$ cat config.mk
export PLATFORM = sky130hd
export DESIGN_NAME = mem_disambig_buf
export DESIGN_NICKNAME = d
export VERILOG_FILES = /design/src/rtl/mem_disambig_pkg.sv /design/src/rtl/mem_disambig_stq.sv /design/src/rtl/mem_disambig_ldb.sv /design/src/rtl/mem_disambig_buf.sv
export SDC_FILE = /design/constraint.sdc
export NUM_CORES = 2
export LEC_CHECK = 0
export BUFFER_PORTS_ARGS = -buffer_cell sky130_fd_sc_hd__buf_2
export CORE_AREA = 4 4 224 226
export DETAILED_ROUTE_END_ITERATION = 8
export DIE_AREA = 0 0 228 230
export HOLD_SLACK_MARGIN = 0.12
export PLACE_DENSITY = 0.77
export SKIP_LAST_GASP = 1
export SLEW_MARGIN = 20
export SYNTH_ARGS = -nofsm -noshare
export SYNTH_HDL_FRONTEND = slang
export SYNTH_SLANG_ARGS = --single-unit
$ cat constraint.sdc
create_clock -name clk_i -period 4.55 [get_ports clk_i]
set_clock_uncertainty 0.2 [all_clocks]
set_input_delay 0.2275 -clock clk_i [delete_from_list [all_inputs] [get_ports clk_i]]
set_output_delay 0.2275 -clock clk_i [all_outputs]
set_load 0.05 [all_outputs]
$ cat src/rtl/mem_disambig_pkg.sv
package mem_disambig_pkg;
  typedef enum logic [1:0] {
    PORT_IDLE  = 2'd0,
    PORT_WRITE = 2'd1,
    PORT_READ  = 2'd2
  } port_op_e;
endpackage

$ cat src/rtl/mem_disambig_stq.sv
// Circular store queue: in-order allocation and drain, data capture from result bus.
module mem_disambig_stq #(
  parameter int NS = 4,
  parameter int NL = 4,
  parameter int AW = 16,
  parameter int DW = 32,
  parameter int TW = 4,
  localparam int IW = $clog2(NS)
) (
  input  logic          clk_i,
  input  logic          rst_ni,
  input  logic          alloc_en_i,
  input  logic [AW-1:0] alloc_addr_i,
  input  logic [DW-1:0] alloc_data_i,
  input  logic          alloc_data_ok_i,
  input  logic [TW-1:0] alloc_tag_i,
  input  logic [NL-1:0] alloc_lmask_i,
  input  logic          cdb_valid_i,
  input  logic [TW-1:0] cdb_tag_i,
  input  logic [DW-1:0] cdb_data_i,
  input  logic          drain_i,
  input  logic [NL-1:0] ld_clr_i,
  output logic [NS-1:0] valid_o,
  output logic [NS-1:0] dok_o,
  output logic [AW-1:0] addr_o [NS],
  output logic [DW-1:0] data_o [NS],
  output logic [IW-1:0] head_o,
  output logic [NL-1:0] head_lmask_o,
  output logic          full_o
);
  logic [NS-1:0] valid_q, dok_q;
  logic [AW-1:0] addr_q  [NS];
  logic [DW-1:0] data_q  [NS];
  logic [TW-1:0] qtag_q  [NS];
  logic [NL-1:0] lmask_q [NS];
  logic [IW-1:0] head_q, tail_q;
  logic          alloc_snoop;

  assign alloc_snoop = cdb_valid_i && (cdb_tag_i == alloc_tag_i);

  always_ff @(posedge clk_i or negedge rst_ni) begin
    if (!rst_ni) begin
      valid_q <= '0;
      dok_q   <= '0;
      head_q  <= '0;
      tail_q  <= '0;
      for (int i = 0; i < NS; i++) begin
        addr_q[i]  <= '0;
        data_q[i]  <= '0;
        qtag_q[i]  <= '0;
        lmask_q[i] <= '0;
      end
    end else begin
      for (int i = 0; i < NS; i++) begin
        if (valid_q[i] && !dok_q[i] && cdb_valid_i && cdb_tag_i == qtag_q[i]) begin
          dok_q[i]  <= 1'b1;
          data_q[i] <= cdb_data_i;
        end
        lmask_q[i] <= lmask_q[i] & ~ld_clr_i;
      end
      if (drain_i) begin
        valid_q[head_q] <= 1'b0;
        head_q          <= head_q + IW'(1);
      end
      if (alloc_en_i) begin
        valid_q[tail_q] <= 1'b1;
        addr_q[tail_q]  <= alloc_addr_i;
        qtag_q[tail_q]  <= alloc_tag_i;
        lmask_q[tail_q] <= alloc_lmask_i;
        dok_q[tail_q]   <= alloc_data_ok_i | alloc_snoop;
        data_q[tail_q]  <= alloc_data_ok_i ? alloc_data_i : cdb_data_i;
        tail_q          <= tail_q + IW'(1);
      end
    end
  end

  assign valid_o      = valid_q;
  assign dok_o        = dok_q;
  assign addr_o       = addr_q;
  assign data_o       = data_q;
  assign head_o       = head_q;
  assign head_lmask_o = lmask_q[head_q];
  assign full_o       = &valid_q;
endmodule

$ cat src/rtl/mem_disambig_ldb.sv
// Load buffer: per-entry older-store mask, associative compare, youngest-match pick.
module mem_disambig_ldb #(
  parameter int NL = 4,
  parameter int NS = 4,
  parameter int AW = 16,
  parameter int DW = 32,
  parameter int TW = 4,
  localparam int LIW = $clog2(NL),
  localparam int SIW = $clog2(NS)
) (
  input  logic           clk_i,
  input  logic           rst_ni,
  input  logic           alloc_en_i,
  input  logic [AW-1:0]  alloc_addr_i,
  input  logic [TW-1:0]  alloc_tag_i,
  input  logic [NS-1:0]  alloc_smask_i,
  input  logic           done_i,
  input  logic [LIW-1:0] done_idx_i,
  input  logic [NS-1:0]  st_clr_i,
  input  logic [NS-1:0]  sq_valid_i,
  input  logic [NS-1:0]  sq_dok_i,
  input  logic [AW-1:0]  sq_addr_i [NS],
  input  logic [DW-1:0]  sq_data_i [NS],
  input  logic [SIW-1:0] sq_head_i,
  output logic [NL-1:0]  valid_o,
  output logic [AW-1:0]  addr_o [NL],
  output logic [TW-1:0]  tag_o [NL],
  output logic           full_o,
  output logic [NL-1:0]  fwd_rdy_o,
  output logic [NL-1:0]  byp_rdy_o,
  output logic [DW-1:0]  fwd_data_o [NL]
);
  logic [NL-1:0]  valid_q;
  logic [AW-1:0]  addr_q  [NL];
  logic [TW-1:0]  tag_q   [NL];
  logic [NS-1:0]  smask_q [NL];
  logic [LIW-1:0] free_idx;

  always_comb begin
    free_idx = '0;
    for (int i = NL - 1; i >= 0; i--) begin
      if (!valid_q[i]) free_idx = LIW'(i);
    end
  end

  for (genvar l = 0; l < NL; l++) begin : g_cmp
    logic [NS-1:0]  hit;
    logic [SIW-1:0] yng;
    logic           any;
    always_comb begin
      for (int s = 0; s < NS; s++) begin
        hit[s] = smask_q[l][s] && sq_valid_i[s] && (sq_addr_i[s] == addr_q[l]);
      end
      any = 1'b0;
      yng = '0;
      // walk oldest to youngest; last hit wins
      for (int k = 0; k < NS; k++) begin
        if (hit[sq_head_i + SIW'(k)]) begin
          any = 1'b1;
          yng = sq_head_i + SIW'(k);
        end
      end
      fwd_rdy_o[l]  = valid_q[l] && any && sq_dok_i[yng];
      byp_rdy_o[l]  = valid_q[l] && !any;
      fwd_data_o[l] = sq_data_i[yng];
    end
  end

  always_ff @(posedge clk_i or negedge rst_ni) begin
    if (!rst_ni) begin
      valid_q <= '0;
      for (int i = 0; i < NL; i++) begin
        addr_q[i]  <= '0;
        tag_q[i]   <= '0;
        smask_q[i] <= '0;
      end
    end else begin
      for (int i = 0; i < NL; i++) smask_q[i] <= smask_q[i] & ~st_clr_i;
      if (done_i) valid_q[done_idx_i] <= 1'b0;
      if (alloc_en_i) begin
        valid_q[free_idx] <= 1'b1;
        addr_q[free_idx]  <= alloc_addr_i;
        tag_q[free_idx]   <= alloc_tag_i;
        smask_q[free_idx] <= alloc_smask_i & ~st_clr_i;
      end
    end
  end

  assign valid_o = valid_q;
  assign addr_o  = addr_q;
  assign tag_o   = tag_q;
  assign full_o  = &valid_q;
endmodule

$ cat src/rtl/mem_disambig_buf.sv
// NUM_LD and NUM_ST must be powers of two, at least 2.
module mem_disambig_buf
  import mem_disambig_pkg::*;
#(
  parameter int NUM_LD = 4,
  parameter int NUM_ST = 4,
  parameter int ADDR_W = 16,
  parameter int DATA_W = 32,
  parameter int TAG_W  = 4
) (
  input  logic              clk_i,
  input  logic              rst_ni,
  input  logic              alloc_valid_i,
  input  logic              alloc_store_i,
  input  logic [ADDR_W-1:0] alloc_addr_i,
  input  logic [TAG_W-1:0]  alloc_tag_i,
  input  logic [DATA_W-1:0] alloc_data_i,
  input  logic              alloc_data_ok_i,
  output logic              st_ready_o,
  output logic              ld_ready_o,
  input  logic              cdb_valid_i,
  input  logic [TAG_W-1:0]  cdb_tag_i,
  input  logic [DATA_W-1:0] cdb_data_i,
  output logic              mem_req_o,
  output logic              mem_we_o,
  output logic [ADDR_W-1:0] mem_addr_o,
  output logic [DATA_W-1:0] mem_wdata_o,
  input  logic              mem_gnt_i,
  input  logic [DATA_W-1:0] mem_rdata_i,
  output logic              ld_valid_o,
  output logic [TAG_W-1:0]  ld_tag_o,
  output logic [DATA_W-1:0] ld_data_o
);
  localparam int LIW = $clog2(NUM_LD);
  localparam int SIW = $clog2(NUM_ST);

  logic [NUM_ST-1:0] sq_valid, sq_dok, st_clr, alloc_smask;
  logic [ADDR_W-1:0] sq_addr [NUM_ST];
  logic [DATA_W-1:0] sq_data [NUM_ST];
  logic [SIW-1:0]    sq_head;
  logic [NUM_LD-1:0] sq_head_lmask;
  logic              sq_full;

  logic [NUM_LD-1:0] lb_valid, fwd_rdy, byp_rdy, ld_clr, alloc_lmask;
  logic [ADDR_W-1:0] lb_addr [NUM_LD];
  logic [TAG_W-1:0]  lb_tag [NUM_LD];
  logic [DATA_W-1:0] fwd_data [NUM_LD];
  logic              lb_full;

  logic              st_alloc, ld_alloc, war_hit, head_ready, st_drain;
  logic              fwd_any, rd_any, ld_done;
  logic [LIW-1:0]    fwd_sel, rd_sel, done_idx;
  port_op_e          port_op;

  assign st_alloc = alloc_valid_i && alloc_store_i && !sq_full;
  assign ld_alloc = alloc_valid_i && !alloc_store_i && !lb_full;

  // older pending load aliasing the head store blocks its drain
  always_comb begin
    war_hit = 1'b0;
    for (int l = 0; l < NUM_LD; l++) begin
      if (sq_head_lmask[l] && lb_valid[l] && lb_addr[l] == sq_addr[sq_head]) war_hit = 1'b1;
    end
  end
  assign head_ready = sq_valid[sq_head] && sq_dok[sq_head] && !war_hit;

  always_comb begin
    fwd_any = 1'b0;
    rd_any  = 1'b0;
    fwd_sel = '0;
    rd_sel  = '0;
    for (int i = NUM_LD - 1; i >= 0; i--) begin
      if (fwd_rdy[i]) begin fwd_any = 1'b1; fwd_sel = LIW'(i); end
      if (byp_rdy[i]) begin rd_any  = 1'b1; rd_sel  = LIW'(i); end
    end
  end

  always_comb begin
    if (head_ready)           port_op = PORT_WRITE;
    else if (rd_any && !fwd_any) port_op = PORT_READ;
    else                      port_op = PORT_IDLE;
  end

  assign mem_req_o   = (port_op != PORT_IDLE);
  assign mem_we_o    = (port_op == PORT_WRITE);
  assign mem_addr_o  = (port_op == PORT_WRITE) ? sq_addr[sq_head] : lb_addr[rd_sel];
  assign mem_wdata_o = sq_data[sq_head];

  assign st_drain = head_ready && mem_gnt_i;
  assign ld_done  = fwd_any || (port_op == PORT_READ && mem_gnt_i);
  assign done_idx = fwd_any ? fwd_sel : rd_sel;

  always_comb begin
    st_clr = '0;
    ld_clr = '0;
    if (st_drain) st_clr[sq_head] = 1'b1;
    if (ld_done)  ld_clr[done_idx] = 1'b1;
  end
  assign alloc_smask = sq_valid & ~st_clr;
  assign alloc_lmask = lb_valid & ~ld_clr;

  mem_disambig_stq #(
    .NS(NUM_ST), .NL(NUM_LD), .AW(ADDR_W), .DW(DATA_W), .TW(TAG_W)
  ) stq_i (
    .clk_i          (clk_i),
    .rst_ni         (rst_ni),
    .alloc_en_i     (st_alloc),
    .alloc_addr_i   (alloc_addr_i),
    .alloc_data_i   (alloc_data_i),
    .alloc_data_ok_i(alloc_data_ok_i),
    .alloc_tag_i    (alloc_tag_i),
    .alloc_lmask_i  (alloc_lmask),
    .cdb_valid_i    (cdb_valid_i),
    .cdb_tag_i      (cdb_tag_i),
    .cdb_data_i     (cdb_data_i),
    .drain_i        (st_drain),
    .ld_clr_i       (ld_clr),
    .valid_o        (sq_valid),
    .dok_o          (sq_dok),
    .addr_o         (sq_addr),
    .data_o         (sq_data),
    .head_o         (sq_head),
    .head_lmask_o   (sq_head_lmask),
    .full_o         (sq_full)
  );

  mem_disambig_ldb #(
    .NL(NUM_LD), .NS(NUM_ST), .AW(ADDR_W), .DW(DATA_W), .TW(TAG_W)
  ) ldb_i (
    .clk_i        (clk_i),
    .rst_ni       (rst_ni),
    .alloc_en_i   (ld_alloc),
    .alloc_addr_i (alloc_addr_i),
    .alloc_tag_i  (alloc_tag_i),
    .alloc_smask_i(alloc_smask),
    .done_i       (ld_done),
    .done_idx_i   (done_idx),
    .st_clr_i     (st_clr),
    .sq_valid_i   (sq_valid),
    .sq_dok_i     (sq_dok),
    .sq_addr_i    (sq_addr),
    .sq_data_i    (sq_data),
    .sq_head_i    (sq_head),
    .valid_o      (lb_valid),
    .addr_o       (lb_addr),
    .tag_o        (lb_tag),
    .full_o       (lb_full),
    .fwd_rdy_o    (fwd_rdy),
    .byp_rdy_o    (byp_rdy),
    .fwd_data_o   (fwd_data)
  );

  always_ff @(posedge clk_i or negedge rst_ni) begin
    if (!rst_ni) begin
      ld_valid_o <= 1'b0;
      ld_tag_o   <= '0;
      ld_data_o  <= '0;
    end else begin
      ld_valid_o <= ld_done;
      if (ld_done) begin
        ld_tag_o  <= lb_tag[done_idx];
        ld_data_o <= fwd_any ? fwd_data[fwd_sel] : mem_rdata_i;
      end
    end
  end

  assign st_ready_o = !sq_full;
  assign ld_ready_o = !lb_full;
endmodule

# [Word-level counts from Yosys, hierarchy flattened]
# Cells that the tools add are included.
# W data, S select, Z words.
[word_totals] ff_bits=373 out_inout_bits=89 elab_cells=401
[op_classes] add_sub_neg=4 magnitude_cmp=27 eq_ne=27 muxes=180 n_bitwise=30 reduce_logical=97
[ops] cell="$mux W32" n=19
[ops] cell="$bmux W32 S2" n=6
[ops] cell="$eq A16 B16 Y1" n=20
[ops] cell="$mux W16" n=9
[ops] cell="$bwmux W128" n=1
[ops] cell="$bwmux W64" n=2
[ops] cell="$mux W128" n=1
[ops] cell="$logic_and A1 B1 Y1" n=80
[ops] cell="$bmux W16 S2" n=2
[ops] cell="$bwmux W16" n=4
[ops] cell="$demux W16 S2" n=2
[ops] cell="$demux W32 S2" n=1
[ops] cell="$mux W2" n=31
[ops] cell="$mux W1" n=58
[ops] cell="$and A4 B4 Y4" n=13
[ops] cell="$mux W4" n=13
[ops] cell="$bmux W1 S2" n=22
[ops] cell="$lt A2 B3 Y1 const B" n=11
[ops] cell="$ge A3 B3 Y1 const B" n=10
[ops] cell="$not A2 Y3" n=10
[ops] cell="$eq A4 B4 Y1" n=5
[ops] cell="$bmux W4 S2" n=2
[ops] cell="$demux W4 S2" n=2
[ops] cell="$not A4 Y4" n=4
[ops] cell="14 further kinds" n=37

# [Logic depth before layout (Yosys ltp)]
[logic_depth] ltp_word=27 ltp_mapped=18

# [By module]
# A second synthesis with hierarchy kept.
[hier_totals] hier_cells=3418 hier_area_um2=30835.8
[by_module_without_submodules] mod="mem_disambig_ldb" n_inst=1 cells_each=1282 area_each_um2=12540.8 seq_area_each_um2=2502.4
[by_module_without_submodules] mod="mem_disambig_stq" n_inst=1 cells_each=1285 area_each_um2=11562.3 seq_area_each_um2=5905.7
[by_module_without_submodules] mod="mem_disambig_buf" n_inst=1 cells_each=851 area_each_um2=6732.7 seq_area_each_um2=925.9

# [Worst setup path after synthesis]
# OpenSTA, ideal clock, no wires.
[synth_timing] path_kind="register -> output" from="register stq_i.head_q[0], in the netlist stq_i.head_o[0]" to="output mem_req_o" arrival_ns=4.558 slack_ns=-0.435 stages_incl_launch_ff=16 n_path_buf=6 cell_sequence="dfrtp_1 -> clkbuf_1 -> inv_1 -> clkbuf_1 -> ha_1 -> clkbuf_1 -> mux4_2 -> o211ai_1 -> and3_1 -> buf_2 -> mux4_2 -> a21boi_0 -> buf_2 -> buf_2 -> nand2_1 -> o21ai_0"
[synth_via] elab_chain_cells=18 elab_cells_between_ends=134 classes_between="add/sub: 3; eq/ne: 4; mux: 96; bitwise: 1; reduce/logical: 30"
[synth_lines] item="from (decl)" line_no="mem_disambig_stq.sv:36" rtl="logic [IW-1:0] head_q, tail_q;"
[synth_lines] item="from (signal assigned)" line_no="mem_disambig_stq.sv:63" rtl="head_q <= head_q + IW'(1);"
[synth_lines] item="$add A2 B1 Y2 or $bmux W1 S2 (tied branches)" line_no="mem_disambig_ldb.sv:58, mem_disambig_ldb.sv:60"
[synth_lines] item="$bmux W1 S2 or $mux W1 (tied branches)" line_no="mem_disambig_ldb.sv:58" rtl="if (hit[sq_head_i + SIW'(k)]) begin"
[synth_lines] item="$mux W1 (not written as such) or $mux W2 (tied branches)" line_no="mem_disambig_ldb.sv:58"
[synth_lines] item="$mux W2 (3 in series)" line_no="mem_disambig_ldb.sv:58"
[synth_lines] item="$bmux W1 S2" line_no="mem_disambig_ldb.sv:63" rtl="fwd_rdy_o[l] = valid_q[l] && any && sq_dok_i[yng];"
[synth_lines] item="$mux W1 (not written as such)" line_no="mem_disambig_ldb.sv:63"
[synth_lines] item="$logic_and A1 B1 Y1" line_no="mem_disambig_ldb.sv:63"
[synth_lines] item="$mux W1 (4 in series)" line_no="mem_disambig_buf.sv:73" rtl="if (fwd_rdy[i]) begin fwd_any = 1'b1; fwd_sel = LIW'(i); end"
[synth_lines] item="$logic_not A1 Y1" line_no="mem_disambig_buf.sv:80" rtl="else if (rd_any && !fwd_any) port_op = PORT_READ;"
[synth_lines] item="$logic_and A1 B1 Y1" line_no="mem_disambig_buf.sv:80"
[synth_lines] item="$mux W2" line_no="mem_disambig_buf.sv:80"
[synth_lines] item="$mux W2 *" line_no="mem_disambig_buf.sv:79" rtl="if (head_ready) port_op = PORT_WRITE;"
[synth_lines] item="$reduce_bool A2 Y1 *" line_no="mem_disambig_buf.sv:84" rtl="assign mem_req_o = (port_op != PORT_IDLE);"
[synth_lines] item="to (decl)" line_no="mem_disambig_buf.sv:24" rtl="output logic mem_req_o,"
# Every way passes the cells marked *; elsewhere a longest branch is shown, timed or not. The select of a mux whose other input is x is not followed.

# [Final worst setup path]
[layout_timing] from="register ldb_i.addr_q, in the netlist ldb_i.addr_o[12]" to="output mem_addr_o[7]"
[layout_via] elab_chain_cells=21 elab_cells_between_ends=57 classes_between="eq/ne: 6; mux: 37; bitwise: 1; reduce/logical: 13"
[layout_lines] item="from (decl)" line_no="mem_disambig_ldb.sv:34" rtl="logic [AW-1:0] addr_q [NL];"
[layout_lines] item="from (signal, indexed assignment)" line_no="mem_disambig_ldb.sv:82" rtl="addr_q[free_idx] <= alloc_addr_i;"
[layout_lines] item="$eq A16 B16 Y1" line_no="mem_disambig_ldb.sv:52" rtl="hit[s] = smask_q[l][s] && sq_valid_i[s] && (sq_addr_i[s] == addr_q[l]);"
[layout_lines] item="$logic_and A1 B1 Y1" line_no="mem_disambig_ldb.sv:52"
[layout_lines] item="$bmux W1 S2" line_no="mem_disambig_ldb.sv:58"
[layout_lines] item="$mux W1 (not written as such)" line_no="mem_disambig_ldb.sv:58"
[layout_lines] item="$mux W2 (4 in series)" line_no="mem_disambig_ldb.sv:58"
[layout_lines] item="$bmux W1 S2" line_no="mem_disambig_ldb.sv:63"
[layout_lines] item="$mux W1 (not written as such)" line_no="mem_disambig_ldb.sv:63"
[layout_lines] item="$logic_and A1 B1 Y1" line_no="mem_disambig_ldb.sv:63"
[layout_lines] item="$mux W1 (4 in series)" line_no="mem_disambig_buf.sv:73"
[layout_lines] item="$logic_not A1 Y1" line_no="mem_disambig_buf.sv:80"
[layout_lines] item="$logic_and A1 B1 Y1" line_no="mem_disambig_buf.sv:80"
[layout_lines] item="$mux W2" line_no="mem_disambig_buf.sv:80"
[layout_lines] item="$mux W2" line_no="mem_disambig_buf.sv:79"
[layout_lines] item="$eq A2 B1 Y1" line_no="mem_disambig_buf.sv:86" rtl="assign mem_addr_o = (port_op == PORT_WRITE) ? sq_addr[sq_head] : lb_addr[rd_sel];"
[layout_lines] item="$mux W16 *" line_no="mem_disambig_buf.sv:86"
[layout_lines] item="to (decl)" line_no="mem_disambig_buf.sv:26" rtl="output logic [ADDR_W-1:0] mem_addr_o,"
# Marks and branches as above.

==> metrics.txt <==
CTS max path bufs 3; Num CTS Buffers 43; final worst path period share 101%; Final Setup Violations 7; critical path class reg2out; Vias/cell 6.65; H-tree levels 2; Req. time, crit path ~4100 ps; outcome finished with violations; Die ar. ~0.052 mm^2; first-pass detailed-route iteration total 6; Hold WC Path Type in2reg; total wire length 117000 um; synth warn 0; Critical Path End Type primary output; RD Place Congestion approximately 1.1; NumNets Final between 3000 and 4000; M3 GR Usage a little over a tenth; Post-Place Worst Slack -375 ps; clk_lat worst skew 580 ps; Main synth FF type dfrtp_1; failing checks negative setup slack; fmax 218 MHz; Boundary Pins approximately 220; worst endpoint data arrival time ~4200 ps; DP HPWL around 77000 um; EDFF count, synth 0; Initial Util a little under three fifths; Max FO, Critical Path 8; Overall Global Routing Usage a little over two fifths; Setup crit start kind flip-flop; Post-Syn Area about 0.028 mm^2; Mapped Cells around 3000; Final TNS setup -138 ps; busiest grt layer met2; multi-input logic area about 0.018 mm^2; M2 GR Usage 67.3%; sequential cell area fraction in the yosys report approximately a third; layout overhead on the synthesized area 26.8%; Port Buf Inserts roughly 220; largest net degree at the start of global routing ~120; Yosys cell types 70; vias in the first global route 27677; global route overflow 0; Slew HR approximately a fifth; CTS tree built; Final Hold Viols 0; share of layout cells above drive strength 1 ~28%; Sink Count ~370; Post-Syn Nets 3213; Worst-path clk slew approximately 60 ps; minimum clock period about 4600 ps; fillers between 3000 and 4000; antenna-violating nets left 0; unrepaired setup endpoints after global routing yes; mean post-synth cell area between 8 and 9 um^2; worst-margin pin slew roughly 1200 ps; wire per inst 28.3 um; DRT iter0 DRCs 3772; #FFs+latches synth between 300 and 400; maximum vdd drop between 0.5 and 0.6 mV; Rows 81; asr flop ratio synth 100%; Max-Cap Viols 0; grt met1 use 56.4%; Final Slew Violations 0; post-route setup slack -40.1 ps; die height roughly 230 um; Remaining DRCs 0; die width ~230 um; P_leak about 16 nW; initial antenna violation count 1; clk root buf clkbuf_16; Power per Cell Area about 870 mW/mm^2; register area 0.00937 mm^2; first-pass GRT wire length ~170000 um; Core ar. slightly below 0.05 mm^2; vias post-DR 27525
## Yosys cell counts (58+ instances only)
cell / instances / area, um^2
nand2_1: 365 / 1370
a21oi_1: 104 / 521
dfrtp_1: 373 / 9330
mux2_2: 194 / 2180
nor4_1: 59 / 369
mux2i_1: 309 / 3090
clkbuf_1: 201 / 754
buf_2: 89 / 445
xor2_1: 229 / 2010
xnor2_1: 113 / 990
o21ai_0: 58 / 290
nor2_1: 406 / 1520
o22ai_1: 132 / 826
## flip-flops by register name (all words and copies together), names as in the netlist
signal	count
ld_data_o	32
ld_tag_o	4
ld_valid_o	1
ldb_i.addr_o	64
ldb_i.smask_q	16
ldb_i.tag_o	16
ldb_i.valid_o	4
stq_i.addr_o	64
stq_i.data_o	128
stq_i.dok_o	4
stq_i.head_o	2
stq_i.lmask_q	16
stq_i.qtag_q	16
stq_i.tail_q	2
stq_i.valid_o	4
## where the power goes
group,internal [mW],switching (mW)
Sequential,4.94,2.68
Combinational,7.46,11.1
Clock,2.59,1.52
## area by class of cell
class	count	area share [%]
Antenna cell	1	0.00715
Clock buffer	58	3.65
Clock inverter	19	1.09
Inverter	22	0.236
Multi-Input combinational cell	2360	50.2
Sequential cell	373	26.8
Tap cell	622	2.23
Timing Repair Buffer	686	15.8
## logic make-up after synthesis
logic type	share of synthesized area [%]
multiplexers	23.6
adder cells (fa/ha/maj)	0.363
flip-flops	33.8
AO/OA/AOI/OAI	10.8
AND/OR/NAND/NOR	15.3
XOR/XNOR	10.9
buffers and inverters	5.30
## path summary, 6_finish.rpt
kind                             startpoint  slack [ps]  depth (start not counted)          endpoint
setup / recovery           ldb_i.addr_o[12]         -40                         15     mem_addr_o[7]
hold / removal                 cdb_tag_i[1]         250                          6    stq_i.dok_o[2]
setup reg to reg           ldb_i.addr_o[32]          90                         16     ld_data_o[21]
hold reg to reg              ldb_i.tag_o[1]         300                          1    ldb_i.tag_o[1]
max in group asynchronous            rst_ni        1880                          4  stq_i.data_o[31]
min in group asynchronous            rst_ni         580                          3  stq_i.addr_o[35]
## layout by cell type (no fill, tap or decap), drive strengths merged, types with 54 or more instances in the layout
master	n
a21oi	105
buf	524
clkbuf	60
dfrtp	373
dlygate4sd3	160
mux2	195
mux2i	309
mux4	54
nand2	365
nor2	409
nor4	61
o21ai	90
o22ai	132
xnor2	113
xor2	229
## per-stage QoR
stage          utilization, %  cells  cell area, um^2  hold WS (ps)  power, mW
4_1_cts                  71.3   4118            34500           183       29.0
3_5_place_dp             63.0   3845            30500          65.7       23.7
6_report                 72.4   4141            35000           253       30.3
2_1_floorplan               -   3078            27600          -268       17.6
5_1_grt                  72.3   4140            35000           253       31.4
3_3_place_gp             63.0   3845            30500          62.6       23.4
## layer usage
metal  wire, um  part of all wire, %  vias to the layer above
li1           -                    -                    11527
met1      43900                   37                    13375
met2      52100                   44                     2094
met3      13700                   12                      527
met4       7500                  6.4                        2
met5         17                0.015                        -
## critical path, stage by stage (launching register included)
cell     delay, ps
dfrtp_1        380
buf_4          190
xor2_1         210
nor4_2         590
nand3_1        310
o22a_1         250
and3_4         170
and2_4         170
nor2_4         160
buf_12         150
nor2_4          50
buf_12         150
mux2_2         230
o21ai_0         70
o21ai_0        180
buf_2          300
## timing repair
| item | 4_1_cts | 5_1_grt |
|---|---|---|
| endpoints found under the hold margin | 514 | 0 |
| hold buffers | 160 | 0 |
| pin swaps | 28 | 34 |
| endpoints found under the setup margin | 74 | 41 |
| resized for setup | 87 | 65 |
| buffers inserted | 35 | 24 |
| gates cloned | 2 | 0 |
(Power assumes the default switching activity.)
